===== src/rtl/mi_pkg.sv =====
package mi_pkg;

    typedef enum logic [1:0] {
        OP_LOAD   = 2'd0,
        OP_FETCH  = 2'd1,
        OP_STORE  = 2'd2,
        OP_ATOMIC = 2'd3
    } cpu_op_e;

    typedef enum logic {
        RQ_GETX = 1'b0,
        RQ_PUTX = 1'b1
    } req_msg_e;

    typedef enum logic [1:0] {
        FW_GETX   = 2'd0,
        FW_ACK    = 2'd1,
        FW_NACK   = 2'd2
    } fwd_msg_e;

    localparam logic RSP_DATA = 1'b0;

    // transient record states
    typedef enum logic [1:0] {
        TS_IS = 2'd0,
        TS_IM = 2'd1,
        TS_MI = 2'd2,
        TS_II = 2'd3
    } tstate_e;

    function automatic logic op_is_store(logic [1:0] op);
        return (op == OP_STORE) || (op == OP_ATOMIC);
    endfunction

endpackage


===== src/rtl/mi_line_array.sv =====
module mi_line_array #(
    parameter int SETS   = 4,
    parameter int WAYS   = 2,
    parameter int TAG_W  = 10,
    parameter int DATA_W = 32,
    parameter int SET_W  = 2,
    parameter int WAY_W  = 1
) (
    input  logic              clk,
    input  logic              rst,
    input  logic [SET_W-1:0]  lk_set,
    input  logic [TAG_W-1:0]  lk_tag,
    output logic              hit,
    output logic [WAY_W-1:0]  hit_way,
    output logic [DATA_W-1:0] hit_data,
    output logic              has_free,
    output logic [WAY_W-1:0]  free_way,
    input  logic [WAY_W-1:0]  vic_way,
    output logic [TAG_W-1:0]  vic_tag,
    output logic [DATA_W-1:0] vic_data,
    input  logic              wr_en,
    input  logic [SET_W-1:0]  wr_set,
    input  logic [WAY_W-1:0]  wr_way,
    input  logic              wr_valid,
    input  logic [TAG_W-1:0]  wr_tag,
    input  logic [DATA_W-1:0] wr_data
);
    logic              v_q   [SETS][WAYS];
    logic [TAG_W-1:0]  tag_q [SETS][WAYS];
    logic [DATA_W-1:0] dat_q [SETS][WAYS];
    logic [WAYS-1:0]   match;

    always_ff @(posedge clk) begin
        if (rst) begin
            for (int s = 0; s < SETS; s++)
                for (int w = 0; w < WAYS; w++)
                    v_q[s][w] <= 1'b0;
        end else if (wr_en) begin
            v_q[wr_set][wr_way] <= wr_valid;
        end
    end

    always_ff @(posedge clk) begin
        if (wr_en) begin
            tag_q[wr_set][wr_way] <= wr_tag;
            dat_q[wr_set][wr_way] <= wr_data;
        end
    end

    for (genvar w = 0; w < WAYS; w++) begin : g_way
        assign match[w] = v_q[lk_set][w] && (tag_q[lk_set][w] == lk_tag);
    end

    always_comb begin
        hit      = |match;
        hit_way  = '0;
        hit_data = '0;
        has_free = 1'b0;
        free_way = '0;
        for (int w = WAYS - 1; w >= 0; w--) begin
            if (match[w]) begin
                hit_way  = WAY_W'(w);
                hit_data = dat_q[lk_set][w];
            end
            if (!v_q[lk_set][w]) begin
                has_free = 1'b1;
                free_way = WAY_W'(w);
            end
        end
    end

    assign vic_tag  = tag_q[lk_set][vic_way];
    assign vic_data = dat_q[lk_set][vic_way];

    // a line is allocated only on a miss, so no set holds a tag twice
    a_r2_unique_tag: assert property (@(posedge clk) disable iff (rst)
        $onehot0(match));

endmodule


===== src/rtl/mi_victim_rr.sv =====
module mi_victim_rr #(
    parameter int SETS  = 4,
    parameter int WAYS  = 2,
    parameter int SET_W = 2,
    parameter int WAY_W = 1
) (
    input  logic             clk,
    input  logic             rst,
    input  logic [SET_W-1:0] rd_set,
    output logic [WAY_W-1:0] ptr,
    input  logic             adv,
    input  logic [SET_W-1:0] adv_set
);
    logic [WAY_W-1:0] ptr_q [SETS];

    always_ff @(posedge clk) begin
        if (rst) begin
            for (int s = 0; s < SETS; s++) ptr_q[s] <= '0;
        end else if (adv) begin
            ptr_q[adv_set] <= (ptr_q[adv_set] == WAY_W'(WAYS - 1)) ? '0
                              : ptr_q[adv_set] + WAY_W'(1);
        end
    end

    assign ptr = ptr_q[rd_set];

    // the pointer never names a way beyond the set
    a_r7_ptr_range: assert property (@(posedge clk) disable iff (rst)
        32'(ptr) < WAYS);

endmodule


===== src/rtl/mi_l1_ctrl.sv =====
module mi_l1_ctrl
    import mi_pkg::*;
#(
    parameter int LA_W     = 12,
    parameter int DATA_W   = 32,
    parameter int SETS     = 4,
    parameter int WAYS     = 2,
    parameter int ID_W     = 2,
    parameter int NODE_ID  = 0,
    parameter int DIR_BITS = 1
) (
    input  logic              clk,
    input  logic              rst,
    input  logic              cpu_req_valid,
    output logic              cpu_req_ready,
    input  logic [1:0]        cpu_req_op,
    input  logic [LA_W-1:0]   cpu_req_addr,
    input  logic [DATA_W-1:0] cpu_req_wdata,
    output logic              cpu_done,
    output logic [DATA_W-1:0] cpu_done_data,
    output logic              req_out_valid,
    output logic              req_out_type,
    output logic [LA_W-1:0]   req_out_addr,
    output logic [ID_W-1:0]   req_out_src,
    output logic [ID_W-1:0]   req_out_dest,
    output logic [DATA_W-1:0] req_out_data,
    output logic              rsp_out_valid,
    output logic [LA_W-1:0]   rsp_out_addr,
    output logic [ID_W-1:0]   rsp_out_src,
    output logic [ID_W-1:0]   rsp_out_dest,
    output logic [DATA_W-1:0] rsp_out_data,
    input  logic              fwd_in_valid,
    output logic              fwd_in_ready,
    input  logic [1:0]        fwd_in_type,
    input  logic [LA_W-1:0]   fwd_in_addr,
    input  logic [ID_W-1:0]   fwd_in_src,
    input  logic              rsp_in_valid,
    output logic              rsp_in_ready,
    input  logic              rsp_in_type,
    input  logic [LA_W-1:0]   rsp_in_addr,
    input  logic [DATA_W-1:0] rsp_in_data,
    output logic              proto_err
);
    localparam int SET_W = $clog2(SETS);
    localparam int TAG_W = LA_W - SET_W;
    localparam int WAY_W = (WAYS > 1) ? $clog2(WAYS) : 1;

    // transient record
    logic              tb_busy, tb_busy_n;
    tstate_e           tb_st, tb_st_n;
    logic [LA_W-1:0]   tb_addr, tb_addr_n;
    logic [WAY_W-1:0]  tb_way, tb_way_n;
    logic              tb_wr, tb_wr_n;
    logic [DATA_W-1:0] tb_wd, tb_wd_n;
    logic [DATA_W-1:0] tb_data, tb_data_n;

    // registered outputs, next values
    logic              done_n, rq_v_n, rq_t_n, rs_v_n, err_n;
    logic [DATA_W-1:0] done_d_n, rq_d_n, rs_d_n;
    logic [LA_W-1:0]   rq_a_n, rs_a_n;
    logic [ID_W-1:0]   rs_dst_n;

    // array interface
    logic [LA_W-1:0]   lk_addr;
    logic [SET_W-1:0]  lk_set;
    logic              hit, has_free, wr_en, wr_valid, rr_adv;
    logic [WAY_W-1:0]  hit_way, free_way, vic_way, wr_way;
    logic [DATA_W-1:0] hit_data, vic_data, wr_data;
    logic [TAG_W-1:0]  vic_tag, wr_tag;
    logic [SET_W-1:0]  wr_set;

    logic fwd_hit_tb, cpu_hit_tb, fwd_hold, fwd_act;

    assign fwd_hit_tb = tb_busy && (tb_addr == fwd_in_addr);
    assign cpu_hit_tb = tb_busy && (tb_addr == cpu_req_addr);
    assign fwd_hold   = fwd_hit_tb && (tb_st == TS_IS || tb_st == TS_IM)
                        && (fwd_in_type == FW_GETX);
    assign fwd_act    = fwd_in_valid && !fwd_hold && !rsp_in_valid;
    assign lk_addr    = fwd_act ? fwd_in_addr : cpu_req_addr;
    assign lk_set     = lk_addr[SET_W-1:0];

    mi_line_array #(.SETS(SETS), .WAYS(WAYS), .TAG_W(TAG_W), .DATA_W(DATA_W),
                    .SET_W(SET_W), .WAY_W(WAY_W)) u_array (
        .clk, .rst, .lk_set, .lk_tag(lk_addr[LA_W-1:SET_W]),
        .hit, .hit_way, .hit_data, .has_free, .free_way,
        .vic_way, .vic_tag, .vic_data,
        .wr_en, .wr_set, .wr_way, .wr_valid, .wr_tag, .wr_data
    );

    mi_victim_rr #(.SETS(SETS), .WAYS(WAYS), .SET_W(SET_W), .WAY_W(WAY_W)) u_rr (
        .clk, .rst, .rd_set(lk_set), .ptr(vic_way), .adv(rr_adv), .adv_set(lk_set)
    );

    always_comb begin
        {tb_busy_n, tb_st_n, tb_addr_n, tb_way_n} = {tb_busy, tb_st, tb_addr, tb_way};
        {tb_wr_n, tb_wd_n, tb_data_n}             = {tb_wr, tb_wd, tb_data};
        {done_n, rq_v_n, rq_t_n, rs_v_n}          = '0;
        {done_d_n, rq_d_n, rs_d_n, rq_a_n, rs_a_n, rs_dst_n} = '0;
        err_n         = proto_err;
        rsp_in_ready  = 1'b0;
        fwd_in_ready  = 1'b0;
        cpu_req_ready = 1'b0;
        {wr_en, wr_valid, rr_adv} = '0;
        wr_set  = lk_set;
        wr_way  = hit_way;
        wr_tag  = lk_addr[LA_W-1:SET_W];
        wr_data = cpu_req_wdata;

        if (rsp_in_valid) begin
            rsp_in_ready = 1'b1;
            if (rsp_in_type == RSP_DATA && tb_busy && tb_addr == rsp_in_addr
                && (tb_st == TS_IS || tb_st == TS_IM)) begin
                wr_en     = 1'b1;
                wr_valid  = 1'b1;
                wr_set    = tb_addr[SET_W-1:0];
                wr_way    = tb_way;
                wr_tag    = tb_addr[LA_W-1:SET_W];
                wr_data   = tb_wr ? tb_wd : rsp_in_data;
                done_n    = 1'b1;
                done_d_n  = wr_data;
                tb_busy_n = 1'b0;
            end else begin
                err_n = 1'b1;
            end
        end else if (fwd_act) begin
            fwd_in_ready = 1'b1;
            case (fwd_in_type)
                FW_GETX: begin
                    if (fwd_hit_tb && tb_st == TS_MI) begin
                        {rs_v_n, rs_a_n, rs_dst_n, rs_d_n} = {1'b1, fwd_in_addr, fwd_in_src, tb_data};
                        tb_st_n = TS_II;
                    end else if (!fwd_hit_tb && hit) begin
                        {rs_v_n, rs_a_n, rs_dst_n, rs_d_n} = {1'b1, fwd_in_addr, fwd_in_src, hit_data};
                        wr_en = 1'b1;
                    end else begin
                        err_n = 1'b1;
                    end
                end
                FW_ACK:  if (fwd_hit_tb && tb_st == TS_MI) tb_busy_n = 1'b0;
                         else err_n = 1'b1;
                FW_NACK: if (fwd_hit_tb && tb_st == TS_II) tb_busy_n = 1'b0;
                         else err_n = 1'b1;
                default: err_n = 1'b1;
            endcase
        end else if (cpu_req_valid && !cpu_hit_tb) begin
            if (hit) begin
                cpu_req_ready = 1'b1;
                done_n        = 1'b1;
                done_d_n      = op_is_store(cpu_req_op) ? cpu_req_wdata : hit_data;
                wr_en         = op_is_store(cpu_req_op);
                wr_valid      = 1'b1;
            end else if (!tb_busy && has_free) begin
                cpu_req_ready = 1'b1;
                wr_en         = 1'b1;
                wr_valid      = 1'b1;
                wr_way        = free_way;
                {rq_v_n, rq_t_n, rq_a_n} = {1'b1, RQ_GETX, cpu_req_addr};
                tb_busy_n = 1'b1;
                tb_st_n   = op_is_store(cpu_req_op) ? TS_IM : TS_IS;
                tb_addr_n = cpu_req_addr;
                tb_way_n  = free_way;
                tb_wr_n   = op_is_store(cpu_req_op);
                tb_wd_n   = cpu_req_wdata;
            end else if (!tb_busy) begin
                // replacement of the round-robin victim, request stays queued
                wr_en  = 1'b1;
                wr_way = vic_way;
                rr_adv = 1'b1;
                {rq_v_n, rq_t_n, rq_a_n, rq_d_n} = {1'b1, RQ_PUTX, vic_tag, lk_set, vic_data};
                tb_busy_n = 1'b1;
                tb_st_n   = TS_MI;
                tb_addr_n = {vic_tag, lk_set};
                tb_data_n = vic_data;
            end
        end
    end

    always_ff @(posedge clk) begin
        if (rst) begin
            tb_busy <= 1'b0;
            tb_st   <= TS_IS;
            {cpu_done, req_out_valid, rsp_out_valid, proto_err} <= '0;
            {req_out_type, req_out_addr, req_out_data} <= '0;
            {rsp_out_addr, rsp_out_dest, rsp_out_data, cpu_done_data} <= '0;
        end else begin
            tb_busy <= tb_busy_n;
            tb_st   <= tb_st_n;
            {cpu_done, cpu_done_data}                       <= {done_n, done_d_n};
            {req_out_valid, req_out_type, req_out_addr}     <= {rq_v_n, rq_t_n, rq_a_n};
            req_out_data                                    <= rq_d_n;
            {rsp_out_valid, rsp_out_addr, rsp_out_dest}     <= {rs_v_n, rs_a_n, rs_dst_n};
            rsp_out_data                                    <= rs_d_n;
            proto_err                                       <= err_n;
        end
    end

    always_ff @(posedge clk) begin
        {tb_addr, tb_way, tb_wr, tb_wd, tb_data} <= {tb_addr_n, tb_way_n, tb_wr_n, tb_wd_n, tb_data_n};
    end

    assign req_out_src  = ID_W'(NODE_ID);
    assign rsp_out_src  = ID_W'(NODE_ID);
    assign req_out_dest = ID_W'(req_out_addr[DIR_BITS-1:0]);

    a_r12_rsp_first: assert property (@(posedge clk) disable iff (rst)
        rsp_in_valid |-> (!fwd_in_ready && !cpu_req_ready));
    a_r11_err_sticky: assert property (@(posedge clk) disable iff (rst)
        proto_err |=> proto_err);
    a_r5_single_miss: assert property (@(posedge clk) disable iff (rst)
        req_out_valid |=> !req_out_valid);
    a_r2_no_early_done: assert property (@(posedge clk) disable iff (rst)
        req_out_valid |-> !cpu_done);
    a_r6_one_event: assert property (@(posedge clk) disable iff (rst)
        rsp_out_valid |-> (!req_out_valid && !cpu_done));

endmodule


===== config.mk =====
export PLATFORM = sky130hd
export DESIGN_NAME = mi_l1_ctrl
export DESIGN_NICKNAME = d
export VERILOG_FILES = /design/src/rtl/mi_pkg.sv /design/src/rtl/mi_line_array.sv /design/src/rtl/mi_victim_rr.sv /design/src/rtl/mi_l1_ctrl.sv
export SDC_FILE = /design/constraint.sdc
export NUM_CORES = 1
export LEC_CHECK = 0
export BUFFER_PORTS_ARGS = -buffer_cell sky130_fd_sc_hd__buf_2
export CAP_MARGIN = 40
export CORE_MARGIN = 2
export CORE_UTILIZATION = 63
export CTS_CLUSTER_SIZE = 28
export DETAILED_ROUTE_END_ITERATION = 8
export PLACE_DENSITY = 0.92
export SYNTH_ARGS = -nofsm -noshare
export SYNTH_HDL_FRONTEND = slang
export SYNTH_HIERARCHICAL = 1
export SYNTH_SLANG_ARGS = --single-unit

===== constraint.sdc =====
create_clock -name clk -period 16.78 [get_ports clk]
set_input_delay 1.678 -clock clk [delete_from_list [all_inputs] [get_ports clk]]
set_output_delay 1.678 -clock clk [all_outputs]
set_load 0.01 [all_outputs]

After elaboration in Yosys (flattened, before gate mapping)
Memories as Yosys holds them, arrays and structs flattened.
Index checks and enable logic that the tools add are counted.
W data, S select, Z words.
{ "classes": {"addsub": 1, "n_lt_le_gt_ge": 3, "eq_ne": 27, "mux": 120, "n_bitwise": 10, "n_reduce_logical": 41} }
{ "op_table": {"columns": ["operator", "n"], "rows": [
  ["$mux W32", 17],
  ["$mux W12", 7],
  ["$mux W1", 67],
  ["$mux W64", 1],
  ["$mux W10", 6],
  ["$eq A12 B12 Y1", 3],
  ["$demux W32 S1", 1],
  ["$mux W2", 16],
  ["$reduce_and A6 Y1", 4],
  ["$eq A10 B10 Y1", 2],
  ["$mux W20", 1],
  ["$logic_and A1 B1 Y1", 17],
  ["$ne A3 B3 Y1 const B", 4],
  ["$demux W10 S1", 1],
  ["$eq A2 B2 Y1 const B", 5],
  ["$ne A2 B1 Y1 const B", 5],
  ["$reduce_and A5 Y1", 2],
  ["$ne A4 B4 Y1 const B", 2],
  ["$not A1 Y1", 8],
  ["$reduce_or A8 Y1", 1],
  ["$reduce_or A6 Y1", 1],
  ["$logic_not A1 Y1", 5],
  ["$eq A2 B1 Y1 const B", 2],
  ["$ge A2 B2 Y1 const B", 2],
  ["other kinds (17)", 22]
]} }
{ "word_totals": {"reg_bits": 208, "ram_bits": 348, "inputBits": 112, "out_inout_bits": 136, "memories": 4} }
{ "mem_list": {"columns": ["name", "depth", "width", "rd", "rd_ports_with_merged_regs", "wr", "line_no", "rtl"], "rows": [
  ["u_array.dat_q", 4, 64, 1, 0, 1, "mi_line_array.sv:30", "logic [DATA_W-1:0] dat_q [SETS][WAYS];"],
  ["u_array.tag_q", 4, 20, 1, 0, 1, "mi_line_array.sv:29", "logic [TAG_W-1:0] tag_q [SETS][WAYS];"],
  ["u_array.v_q", 4, 2, 1, 0, 4, "mi_line_array.sv:28", "logic v_q [SETS][WAYS];"],
  ["u_rr.ptr_q", 4, 1, 1, 0, 4, "mi_victim_rr.sv:14", "logic [WAY_W-1:0] ptr_q [SETS];"]
]} }

Logic depth before layout (Yosys ltp)
An unclocked memory read counts as a cell.
{ "depth": {"ltp_word": 27, "ltp_mapped": 26} }

By module
Netlist, hierarchy kept.
{ "modules_own_cells": {"columns": ["mod", "instances", "cells_each", "area_each_um2", "seq_area_each_um2"], "rows": [
  ["mi_line_array", 1, 683, 14490.1, 10329.9],
  ["mi_l1_ctrl", 1, 747, 8434.3, 4944.7],
  ["mi_victim_rr", 1, 17, 236.5, 120.1]
]} }

Worst setup path after synthesis
No wires, ideal clock.
{ "synth_timing": {"path_type": "input to register", "from": "in fwd_in_addr[9]", "to": "mem u_array/v_q[0][1] (netlist bit) (enable)", "setup_ps": 304, "arrival_ps": 9813, "slack_ps": 6662, "cell_stages": 24, "n_path_buf": 7, "path_cell_list": "xor2_1 -> nor4_2 -> nand4_1 -> o21ai_1 -> buf_4 -> mux2_1 -> buf_6 -> buf_8 -> mux4_2 -> xor2_1 -> nor3_4 -> or3b_1 -> buf_6 -> buf_8 -> nand2_1 -> clkbuf_1 -> inv_1 -> a41oi_1 -> a31oi_1 -> a21oi_1 -> nand2b_1 -> clkbuf_1 -> nor3_1 -> or2_2"} }
{ "synth_rtl": {"columns": ["element", "line_no", "rtl"], "rows": [
  ["start: declaration", "mi_l1_ctrl.sv:35", "input logic [LA_W-1:0] fwd_in_addr,"],
  ["end: declaration", "mi_line_array.sv:28", null]
]} }

==> flow_summary.json <==
{
  "layout_common_cells": "426 x edfxtp_1, 250 x buf_2, 130 x dfxtp_1",
  "drc_errors": 0,
  "grt_usage": 0.335,
  "synth_cell_type_count": 55,
  "max_cap_viol_count": 0,
  "tns_ns": 0,
  "p_sw_mw": 0.674,
  "grt_start_max_net_pins": 66,
  "die_w_um": 196,
  "crit_family": "simple AND/OR/NAND/NOR gates",
  "total_leakage_power_nw": 9.93,
  "synth-seq-area-share": 0.665,
  "clkPwrFrac": 0.395,
  "rows": 70,
  "port_buffers": 241,
  "min_period_ns": 10.21,
  "io_pins": 248,
  "nNetsFinal": 1799,
  "drt_pass1_iterations": 6,
  "pwr-share-comb": 0.087,
  "outcome": "complete, no violations",
  "drv_slew": 0,
  "cts_resized": 0,
  "cts.sink_count": 556,
  "dieArea_um2": 38300,
  "relSlewSlack": 0.277,
  "avgSynthCellArea_um2": 16.0,
  "synthFlopType": "edfxtp_1",
  "end_kind": "register",
  "hold_violations": 0,
  "cts_inserted_buffers": 51,
  "viasPerCell": 7.01,
  "timing.rr.start": "tb_addr[2]",
  "cpPeakStageDelay_ns": 0.78,
  "ys_warn_count": 6,
  "start_util": 0.636,
  "crit_arrival_ns": 10.50,
  "swShare": 0.230,
  "cp-startpoint": "fwd_in_addr[2]",
  "grt_pass1_wl_mm": 95.1,
  "routed-via-count": 15397,
  "period_share": 0.609,
  "p_total_mw": 2.94,
  "clock_latency_ns": 0.60,
  "drive_gt1_frac": 0.324,
  "place_ws_ns": 6.40,
  "synth_area_um2": 23200,
  "layout_setup_ws_ns": 6.57,
  "final_common_cell": "edfxtp_1",
  "rsz0062_at_grt": "no",
  "cts_hold_repair.buffers": 0,
  "grt-ovfl-total": 0,
  "min_from": "tb_data[8]",
  "drt_iter0_drc": 2400,
  "fp.dieH_um": 196,
  "critPathRequiredTime_ns": 17.06,
  "clock_skew_ns": 0.0373,
  "synth_seq_cells": 556,
  "root_buffer": "clkbuf_16",
  "cp_max_fo": 57,
  "cts_tree": "built",
  "area_delta_synth_final_pct": 14.8,
  "path_cells": "buf_2, xor2_1, nor4_2, nand4_1, o21ai_1, buf_4, mux2_4, buf_4, mux4_2, xor2_1, nor4_4, buf_4, nand3_2, nand2_1, nor2_1, and4_1, o31ai_1, nand2_1, nor2_4, buf_4, or2_2",
  "crit_buf_inv": 5,
  "dp_hpwl_mm": 36.8,
  "synthCells": 1447,
  "setup_viol": 0,
  "synth_edf_count": 426,
  "async_flop_share": 0,
  "cts_setup_buffers": 0,
  "p_int_mw": 2.26,
  "h-tree-depth": 2,
  "antenna_left": 0,
  "antenna_found_initial": 3,
  "tightest_slew_ns": 1.07,
  "routedWlPerCell_um": 29.3,
  "cpMaxStageDelayCell": "buf_4",
  "clockBufferDepth": 3,
  "fmax_mhz": 97.9,
  "hold_class": "reg2reg",
  "path_clk_slew_ns": 0.07,
  "first_global_vias": 15704,
  "crit_path_frequent_cell": "buf_4",
  "gp_congestion": 0.896,
  "power_density_nw_per_um2": 110,
  "seq_power_share": 0.518,
  "fp.coreArea_um2": 36400,
  "critPathKind": "in2reg",
  "wirelength_mm": 64.4,
  "ir_drop_mv": 0.0744,
  "startpoint_type": "input port"
}
==> worst min-delay path, delay by kind of cell (launching register included) <==
family / cells / cell delay [ns]
simple gates: 1 / 0.08
flops: 1 / 0.32
compound gates: 1 / 0.06
==> routing by layer <==
metal,share of wire,global-route usage,vias to the layer above
met1,0.33,0.410,7485
met4,0.063,0.211,0
met3,0.12,0.0708,329
li1,-,-,6115
met2,0.49,0.552,1468
met5,0,0,-
==> worst paths after layout <==
check,slack [ns],end,depth (start not counted)
worst max-delay path,6.57,u_array/v_q[1][0],21
worst min-delay path,0.49,rsp_out_data[8],2
worst max register to register,7.27,u_array/v_q[1][0],20
worst min register to register,0.49,rsp_out_data[8],2
==> registers in the layout, summed over array words and instances (netlist names), 32 cells and up <==
| name | count |
|---|---|
| u_array/dat_q | 256 |
| u_array/tag_q | 80 |
| cpu_done_data | 32 |
| req_out_data | 32 |
| rsp_out_data | 32 |
| tb_data | 32 |
| tb_wd | 32 |
==> Yosys cell counts, types with 2 or more instances <==
cell | n | area (um^2)
nand2_1 | 74 | 278
o31ai_4 | 8 | 170
o21ai_0 | 33 | 165
and2_1 | 2 | 12.5
edfxtp_1 | 426 | 12800
ha_1 | 3 | 37.5
buf_4 | 12 | 90.1
nor2_1 | 60 | 225
buf_2 | 22 | 110
nor4_2 | 5 | 62.6
o21ai_1 | 6 | 30.0
mux2i_1 | 66 | 661
nand3_1 | 5 | 25.0
nand2b_1 | 12 | 75.1
a41o_1 | 8 | 80.1
inv_1 | 33 | 124
mux2_1 | 22 | 248
and3_1 | 51 | 319
a22oi_1 | 42 | 315
buf_1 | 7 | 26.3
buf_8 | 2 | 30.0
clkbuf_1 | 53 | 199
nor2b_1 | 9 | 56.3
a31oi_1 | 3 | 18.8
a21oi_1 | 5 | 25.0
dfxtp_1 | 130 | 2600
o31ai_1 | 7 | 52.6
and4_1 | 11 | 96.3
mux2_2 | 48 | 541
mux4_2 | 98 | 2210
buf_6 | 4 | 45.0
xnor2_1 | 34 | 298
a31o_2 | 4 | 35.0
nor3_1 | 11 | 55.1
mux4_1 | 4 | 105
o31ai_2 | 10 | 125
o22ai_1 | 33 | 206
nand4_1 | 33 | 206
o21bai_1 | 2 | 15.0
xor2_1 | 22 | 193
or2_2 | 8 | 50.1
nor4_1 | 6 | 37.5
==> per-stage QoR <==
stage	utilization	hold WS [ns]	instances	area [um^2]
after CTS	0.729	0.487	2190	26600
after global routing	0.730	0.504	2197	26600
final	0.730	0.492	2197	26600
after floorplan	-	0.459	1451	23200
after global placement	0.681	0.467	2086	24800
after detailed placement	0.683	0.472	2095	24900
==> final cells by class <==
type / count / area, um^2
Clock buffer: 78 / 1510
Sequential cell: 556 / 15400
Fill cell: 1894 / 9850
Multi-Input combinational cell: 762 / 7290
Tap cell: 468 / 586
Timing Repair Buffer: 280 / 1510
Clock inverter: 17 / 160
Antenna cell: 3 / 7.51
Inverter: 33 / 124
==> power groups by stage <==
stage | clock network (mW) | registers, mW | logic [mW]
floorplan | 0 | 1.55 | 0.163
global placement | 0 | 1.55 | 0.229
detailed placement | 0 | 1.55 | 0.241
CTS | 1.16 | 1.52 | 0.247
global route | 1.21 | 1.52 | 0.265
finish | 1.16 | 1.52 | 0.255
==> cell families after synthesis <==
group / synth area share
AND/OR/NAND/NOR: 0.0673
XOR/XNOR: 0.0212
flip-flops: 0.665
AO/OA/AOI/OAI: 0.0558
adder cells (fa/ha/maj): 0.00162
other: 0.000162
multiplexers: 0.162
buffers and inverters: 0.0270
Power figures use the tool's default switching activity.
